==> config.mk <==
export PLATFORM = sky130hd
export DESIGN_NAME = dram_refresh_sched
export DESIGN_NICKNAME = d
export VERILOG_FILES = /design/src/rtl/dram_sched_pkg.sv /design/src/rtl/rf_tick_timer.sv /design/src/rtl/rf_init_counter.sv /design/src/rtl/rf_pending_ctr.sv /design/src/rtl/dram_refresh_sched.sv
export SDC_FILE = /design/constraint.sdc
export NUM_CORES = 1
export LEC_CHECK = 0
export BUFFER_PORTS_ARGS = -buffer_cell sky130_fd_sc_hd__buf_2
export CAP_MARGIN = 20
export CELL_PAD_IN_SITES_DETAIL_PLACEMENT = 0
export CELL_PAD_IN_SITES_GLOBAL_PLACEMENT = 1
export CORE_ASPECT_RATIO = 0.75
export CORE_UTILIZATION = 50
export DETAILED_ROUTE_END_ITERATION = 10
export GPL_TIMING_DRIVEN = 0
export PLACE_DENSITY = 0.83
export SYNTH_ARGS = -nofsm -noshare
export SYNTH_HDL_FRONTEND = slang
export SYNTH_SLANG_ARGS = --single-unit
==> constraint.sdc <==
create_clock -name clk -period 3.8 [get_ports clk]
set_clock_uncertainty 0.2 [all_clocks]
set_input_delay 0.38 -clock clk [delete_from_list [all_inputs] [get_ports clk]]
set_output_delay 0.38 -clock clk [all_outputs]
set_load 0.01 [all_outputs]
==> src/rtl/dram_sched_pkg.sv <==
package dram_sched_pkg;

  typedef enum logic [1:0] {
    PH_PAUSE = 2'd0,
    PH_INIT  = 2'd1,
    PH_RUN   = 2'd2
  } sched_phase_t;

  localparam longint unsigned NS_PER_S = 64'd1_000_000_000;

  // Settling pause in clock cycles, rounded up so it is never shortened.
  function automatic int unsigned pause_cycles(input longint unsigned hz,
                                               input longint unsigned ns);
    longint unsigned c;
    c = (hz * ns + NS_PER_S - 64'd1) / NS_PER_S;
    if (c < 64'd1) c = 64'd1;
    return int'(c);
  endfunction

  // Spacing between refresh ticks, rounded down so the window is never exceeded.
  function automatic int unsigned tick_cycles(input longint unsigned hz,
                                              input longint unsigned window_ns,
                                              input longint unsigned rows);
    longint unsigned c;
    c = (hz * window_ns) / (NS_PER_S * rows);
    if (c < 64'd1) c = 64'd1;
    return int'(c);
  endfunction

  // Bits needed to hold values 0..v.
  function automatic int unsigned bits_for(input int unsigned v);
    int unsigned b;
    b = $clog2(v + 1);
    if (b < 1) b = 1;
    return b;
  endfunction

endpackage

==> src/rtl/rf_tick_timer.sv <==
module rf_tick_timer #(
  parameter int unsigned LIMIT = 4
) (
  input  logic clk,
  input  logic rst,
  input  logic run,
  output logic tick
);
  localparam int unsigned W = dram_sched_pkg::bits_for(LIMIT);
  localparam logic [W-1:0] LAST = W'(LIMIT - 1);

  logic [W-1:0] cnt_q;

  // Held at zero while idle, so each run starts a full period.
  always_ff @(posedge clk) begin
    if (rst || !run) begin
      cnt_q <= '0;
    end else if (cnt_q == LAST) begin
      cnt_q <= '0;
    end else begin
      cnt_q <= cnt_q + 1'b1;
    end
  end

  assign tick = run && (cnt_q == LAST);
endmodule

==> src/rtl/rf_init_counter.sv <==
module rf_init_counter #(
  parameter int unsigned CYCLES = 8
) (
  input  logic clk,
  input  logic rst,
  input  logic active,
  input  logic take,
  output logic last
);
  localparam int unsigned W = dram_sched_pkg::bits_for(CYCLES);
  localparam logic [W-1:0] FINAL = W'(CYCLES - 1);

  logic [W-1:0] seen_q;

  always_ff @(posedge clk) begin
    if (rst || !active) begin
      seen_q <= '0;
    end else if (take && (seen_q != FINAL)) begin
      seen_q <= seen_q + 1'b1;
    end
  end

  assign last = active && take && (seen_q == FINAL);
endmodule

==> src/rtl/rf_pending_ctr.sv <==
module rf_pending_ctr #(
  parameter int unsigned MAX = 8,
  parameter int unsigned W   = 4
) (
  input  logic         clk,
  input  logic         rst,
  input  logic         tick,
  input  logic         take,
  output logic [W-1:0] count,
  output logic         nz_next,
  output logic         overflow
);
  localparam logic [W-1:0] FULL = W'(MAX);

  logic [W-1:0] count_d;
  logic         lost;

  always_comb begin
    count_d = count;
    lost    = 1'b0;
    unique case ({tick, take})
      2'b10: begin
        if (count == FULL) lost = 1'b1;
        else               count_d = count + 1'b1;
      end
      2'b01: begin
        if (count != '0) count_d = count - 1'b1;
      end
      default: count_d = count;
    endcase
  end

  assign nz_next = (count_d != '0);

  always_ff @(posedge clk) begin
    if (rst) begin
      count    <= '0;
      overflow <= 1'b0;
    end else begin
      count <= count_d;
      if (lost) overflow <= 1'b1;
    end
  end
endmodule

==> src/rtl/dram_refresh_sched.sv <==
module dram_refresh_sched #(
  parameter int unsigned CLK_HZ      = 125_000_000,
  parameter int unsigned PAUSE_NS    = 200_000,
  parameter int unsigned INIT_CYCLES = 8,
  parameter int unsigned ROWS        = 2048,
  parameter int unsigned WINDOW_NS   = 32_000_000,
  parameter int unsigned PEND_MAX    = 8
) (
  input  logic clk,
  input  logic rst,
  input  logic ref_ack,
  output logic ref_req,
  output logic init_done,
  output logic overflow
);
  import dram_sched_pkg::*;

  localparam int unsigned PAUSE_CYC    = pause_cycles(64'(CLK_HZ), 64'(PAUSE_NS));
  localparam int unsigned INTERVAL_CYC = tick_cycles(64'(CLK_HZ), 64'(WINDOW_NS), 64'(ROWS));
  localparam int unsigned PAUSE_W      = bits_for(PAUSE_CYC);
  localparam int unsigned PEND_W       = bits_for(PEND_MAX);

  sched_phase_t phase_q, phase_d;
  logic         req_q, req_d;
  logic         done_q, done_d;

  logic              pause_tick, refresh_tick, init_last;
  logic              take, take_run, pend_nz_next;
  logic [PEND_W-1:0] pend_cnt;

  assign take     = ref_ack && req_q;
  assign take_run = take && (phase_q == PH_RUN);

  rf_tick_timer #(.LIMIT(PAUSE_CYC)) u_pause (
    .clk  (clk),
    .rst  (rst),
    .run  (phase_q == PH_PAUSE),
    .tick (pause_tick)
  );

  rf_init_counter #(.CYCLES(INIT_CYCLES)) u_init (
    .clk    (clk),
    .rst    (rst),
    .active (phase_q == PH_INIT),
    .take   (take),
    .last   (init_last)
  );

  rf_tick_timer #(.LIMIT(INTERVAL_CYC)) u_interval (
    .clk  (clk),
    .rst  (rst),
    .run  (phase_q == PH_RUN),
    .tick (refresh_tick)
  );

  rf_pending_ctr #(.MAX(PEND_MAX), .W(PEND_W)) u_pend (
    .clk      (clk),
    .rst      (rst),
    .tick     (refresh_tick),
    .take     (take_run),
    .count    (pend_cnt),
    .nz_next  (pend_nz_next),
    .overflow (overflow)
  );

  always_comb begin
    phase_d = phase_q;
    req_d   = req_q;
    done_d  = done_q;
    unique case (phase_q)
      PH_PAUSE: begin
        req_d = pause_tick;
        if (pause_tick) phase_d = PH_INIT;
      end
      PH_INIT: begin
        req_d = 1'b1;
        if (init_last) begin
          phase_d = PH_RUN;
          req_d   = 1'b0;
          done_d  = 1'b1;
        end
      end
      PH_RUN: begin
        req_d = pend_nz_next;
      end
      default: begin
        phase_d = PH_PAUSE;
        req_d   = 1'b0;
        done_d  = 1'b0;
      end
    endcase
  end

  always_ff @(posedge clk) begin
    if (rst) begin
      phase_q <= PH_PAUSE;
      req_q   <= 1'b0;
      done_q  <= 1'b0;
    end else begin
      phase_q <= phase_d;
      req_q   <= req_d;
      done_q  <= done_d;
    end
  end

  assign ref_req   = req_q;
  assign init_done = done_q;
endmodule

==> metrics.cfg, run 1 <==
[status]
status = finished, final reports clean

[sta]
hold_slack_ns = 0.257
min_period_ns = 2.87
max_freq_mhz = 348
post-route-period-util_pct = 75.6
hold_viol_final = 0
slew_headroom_pct = 69.8
finalSetupTns_ns = 0
rsz0062_at_grt = false
maxSlewViolCount = 0
setup_viol = 0
worstMarginPinSlew_ns = 0.449

[global_routing]
grt_use_total_pct = 20.6
antenna_found_initial = 0
overflow = 0
grt_pass1_vias = 1478
grt_max_degree = 12
grt_pass1_wl_um = 6350

[critical_path]
cp-end-kind = flip-flop
slowest_stage = nor4_1
cp_common_cell = ha_1
crit_path_start_kind = flip-flop
path_max_fanout = 10
required_ns = 3.75
max_stage_delay_ns = 0.35
crit_arrival_ns = 2.82
crit_type = flip-flop to flip-flop
crit_chain = inv_1, ha_1, nand4bb_1, nor4_1, nand2_1, ha_1, buf_2, nor2_1, mux2_2, a22o_1, nor4b_2, a31oi_1

[synthesis]
synth_ff_type = dfxtp_1
syn_avg_cell_area_um2 = 8.54
syn-instance-count = 225
yosys_warnings = 0
ys_seq_elements = 39
async_flop_share_pct = 0
syn-num-nets = 236
synth_seq_area_share_pct = 40.6
synth.distinct_cells = 43
synth-edff-count = 0
synthesis.area_um2 = 1920

[finish]
syn_to_final_growth_pct = 8.66
antenna_cells = 0
drive_above_1_share_pct = 8.86
num-nets-final = 247
final_cell_mix = 44 x nor2_1, 39 x dfxtp_1, 14 x nand2_1
final_common_cell = nor2_1

[clock_network]
clk_pin_slew_ns = 0.07
numCtsBuffers = 5
cts_tree = yes
cts_post_setup_buffers_inserted = 0
cts-resized-gates = 0
clockBufferDepth = 2
ctsHoldBuffers = 0
clk_latency_ns = 0.29
cts_sinks = 39
htree_num_levels = 2
cts_root_buf = clkbuf_8

[floorplanning]
die_h_um = 55.7
core_um2 = 3660
initial_core_util_pct = 52.5
die-area_um2 = 4100
row_count = 19
io_pins = 6
die_w_um = 73.6

[placement]
hpwl_um = 2660
gp_congestion = 0.803
port_buffers = 4

[route]
drt_wl_total_um = 3570
antenna_left = 0
drt-pass1-iter-count = 4
drcViolationCount = 0
wire_per_inst_um = 12.3
dr.first_iter.drc_count = 72
dr_total_vias = 1540
routed_via_density = 5.33

[pwr]
powerDensity_nw_per_um2 = 329
peakVddDrop_mv = 0.253
p_leak_uw = 0.000747

[hold_path]
hp-class = flip-flop to flip-flop

[job]
cap_violations = 0

-- power breakdown --
| part | leakage, uW | switching (uW) | internal, uW |
|---|---|---|---|
| clock | 0.0000422 | 133 | 129 |
| combinational | 0.000391 | 7.71 | 3.96 |
| sequential | 0.000315 | 2.48 | 411 |
-- cells by family after synthesis --
| family | after synthesis | share of synthesized area, % |
|---|---|---|
| DFF | 39 | 40.6 |
| AOI/OAI and AO/OA | 27 | 9.51 |
| xor gates and xnor gates | 23 | 10.5 |
| adders and majority gates | 8 | 5.21 |
| and+or+nand+nor | 109 | 28.8 |
| buffers and inverters | 16 | 3.78 |
| muxes | 3 | 1.63 |
-- area by class of cell --
| cell class | instances | area, um^2 |
|---|---|---|
| buffer | 6 | 35.0 |
| clock buffer | 7 | 76.3 |
| clock inverter | 1 | 5.00 |
| fill | 357 | 1570 |
| inverter | 10 | 37.5 |
| multi-input combinational | 170 | 1070 |
| sequential | 39 | 781 |
| tap | 52 | 65.1 |
| timing repair buffer | 4 | 20.0 |
-- metrics by stage --
| step | cells | setup slack, ns | total power [uW] | cell area [um^2] | utilization, % |
|---|---|---|---|---|---|
| after floorplan | 225 | 1.36 | 431 | 1920 | - |
| after global placement | 281 | 0.990 | 434 | 2010 | 54.8 |
| after detailed placement | 281 | 0.946 | 435 | 2010 | 54.8 |
| after CTS | 289 | 0.935 | 697 | 2090 | 57.0 |
| after global routing | 289 | 0.745 | 720 | 2090 | 57.0 |
| final | 289 | 0.927 | 687 | 2090 | 57.0 |
-- state kept, by name (all words and copies together), names as in the netlist --
name,flops
u_pause.cnt_q,15
u_interval.cnt_q,11
u_init.seen_q,4
u_pend.count,4
phase_q,2
init_done,1
ref_req,1
u_pend.overflow,1
-- critical path, delay by kind of cell (launching register included) --
kind / cells / cell delay (ns)
flip-flops: 1 / 0.34
AND/OR/NAND/NOR: 5 / 0.89
adder cells (fa/ha/maj): 2 / 0.44
AO/OA/AOI/OAI: 2 / 0.34
buffers and inverters: 2 / 0.26
multiplexers: 1 / 0.26
-- cell usage after synthesis, types with 2 or more instances --
cell      number  share of area, %
dfxtp_1       39                41
a21oi_1        9               2.3
nand2b_1       4               1.3
nor3_1         8               2.1
inv_1         10               2.0
o21ai_0        3              0.78
xnor2_1       12               5.5
nand4_1        2              0.65
nand3_1       13               3.4
ha_1           8               5.2
buf_2          4               1.0
a311oi_1       2              0.91
or3_1          4               1.3
xor2_1        11               5.0
a31oi_1        3              0.98
and3_1         6               2.0
nor2_1        44               8.6
nand2_1       14               2.7
mux2i_1        2               1.0
nor2b_1        4               1.3
-- path summary, 6_finish.rpt --
path / startpoint / end / slack [ns] / cells after the start
max reg2reg: u_interval.cnt_q[0] / ref_req / 0.93 / 12
min: u_pause.cnt_q[0] / u_pause.cnt_q[0] / 0.26 / 1
max: u_interval.cnt_q[0] / ref_req / 0.93 / 12
min reg2reg: u_pause.cnt_q[0] / u_pause.cnt_q[0] / 0.26 / 1
-- metal layers --
layer	routed length, um	global-route usage [%]	part of all wire [%]	up-vias
li1	-	-	-	790
met2	1560	30.7	44	25
met3	139	5.62	3.9	4
met4	53	10.4	1.5	0
met1	1820	27.1	51	721
met5	0	0	0	-
Note: power is estimated with default switching activity, not from simulation.
==> inputs of run 2 (changes only) <==
- CORE_UTILIZATION: 50 -> 42
- PLACE_DENSITY: 0.83 -> 0.74
- clock period: 3.8 -> 2.4 ns (I/O delays scaled with it)
==> run 2 against run 1 <==
- the flow now finishes with violations (setup timing)
- critical path depth did not move
- setup slack got worse by 1.2 ns
- register-to-register slack got worse by 1.2 ns
- combinational power rose by 57%
==> metrics.cfg, run 2 (synthesis results as in run 1) <==
[route]
routed_via_density = 5.35
drt_wl_total_um = 4360
dr_total_vias = 1637
drt-pass1-iter-count = 4
antenna_left = 0
dr.first_iter.drc_count = 88
wire_per_inst_um = 14.2
drcViolationCount = 0

[clock_network]
cts_sinks = 39
clockBufferDepth = 2
clk_pin_slew_ns = 0.08
clk_latency_ns = 0.29
cts_tree = yes
numCtsBuffers = 5
cts_root_buf = clkbuf_8
htree_num_levels = 2

[global_routing]
use_met1_pct = 23.3
grt_use_total_pct = 18.5
grt_max_degree = 13
met2_usage_pct = 31.0
grt_pass1_vias = 1518
overflow = 0
antenna_found_initial = 0
grt_util_met3_pct = 4.66
grt_most_used_layer = met2
grt_pass1_wl_um = 6730

[placement]
port_buffers = 4
hpwl_um = 2790
dp_cells = 284
gp_congestion = 0.810

[status]
violations = setup timing
status = finished, violations left

[critical_path]
crit_type = flip-flop to flip-flop
path_max_fanout = 4
crit_path_start_kind = flip-flop
cp-end-kind = flip-flop
required_ns = 2.35
crit_arrival_ns = 2.63

[pwr]
p_leak_uw = 0.000829
powerDensity_nw_per_um2 = 477
peakVddDrop_mv = 0.340

[finish]
largest_reg_flops = 15
num-nets-final = 261
top_register = u_pause.cnt_q
drive_above_1_share_pct = 21.9
final_cells = 306
top_regs = u_pause.cnt_q x15, u_interval.cnt_q x11
final_util_pct = 55.0
nFillCells = 385
antenna_cells = 0
final_common_cell = nor2_1
syn_to_final_growth_pct = 20.4
final_cell_mix = 44 x nor2_1, 35 x dfxtp_1, 13 x nand3_1, 13 x nand2_1, 13 x buf_4

[floorplanning]
core_um2 = 4200
die_w_um = 80.1
die_h_um = 60.6
row_count = 20
initial_core_util_pct = 45.7
io_pins = 6
die-area_um2 = 4850

[sta]
maxSlewViolCount = 0
setup_slack_ns = -0.278
hold_viol_final = 0
worstMarginPinSlew_ns = 0.461
setup_viol = 4
rsz0062_at_grt = true
slew_headroom_pct = 69.0
min_period_ns = 2.68
max_freq_mhz = 373
post-route-period-util_pct = 112

[hold_path]
hp-class = primary input to flip-flop

[job]
cap_violations = 0

## run 2: worst paths after layout
| kind | start | to | slack, ns | depth (start not counted) |
|---|---|---|---|---|
| worst max register to register | u_interval.cnt_q[0] | ref_req | -0.28 | 12 |
| worst max-delay path | u_interval.cnt_q[0] | ref_req | -0.28 | 12 |
| worst min register to register | u_pause.cnt_q[0] | u_pause.cnt_q[0] | 0.26 | 1 |
| worst min-delay path | ref_ack | u_init.seen_q[2] | 0.13 | 3 |
## run 2: metrics by stage
stage               setup TNS [ns]  setup WS, ns  area (um^2)  hold WS, ns  total power [uW]
floorplan                  -0.0406       -0.0406         1920        0.218               682
global placement            -0.683        -0.436         2010        0.228               687
CTS                         -0.268        -0.242         2190        0.116              1120
finish                      -0.354        -0.278         2310        0.134              1100
global route                -0.832        -0.379         2310        0.126              1150
detailed placement          -0.696        -0.422         2010        0.238               688
## run 2: worst max-delay path, stage by stage, from the launching register on
cell and delay, ns:
dfxtp_2 0.33, inv_2 0.07, ha_4 0.12, nand4bb_1 0.11, nor4_2 0.21, nand2_1 0.16
ha_4 0.30, buf_6 0.10, nor2_1 0.04, mux2_2 0.26, a22o_1 0.21, nor4b_2 0.29
a31oi_1 0.14
## run 2: cell type report
class	instances	area [um^2]	area share, %
Buffer	6	41.3	1.78
Clock buffer	6	72.6	3.14
Clock inverter	2	12.5	0.541
Inverter	10	37.5	1.62
Multi-Input combinational cell	170	1170	50.4
Sequential cell	39	786	34.0
Tap cell	55	68.8	2.97
Timing Repair Buffer	18	129	5.57
## run 2: power breakdown
group | total (uW) | switching (uW) | internal [uW]
Sequential | 655 | 3.82 | 651
Clock | 431 | 227 | 203
Combinational | 18.4 | 12.0 | 6.37
## run 2: repair_timing
item,in CTS,in global routing
endpoints found under the hold margin,0,0
gates resized for setup,13,14
setup endpoints to repair,4,4
buffers inserted,5,9
hold buffers,0,0
pin swaps,2,4
## run 2: routing by layer
layer  wire length, um  part of all wire, %
met3               182                  4.2
met5                 0                    0
met1              2060                   47
met4                68                  1.6
met2              2050                   47
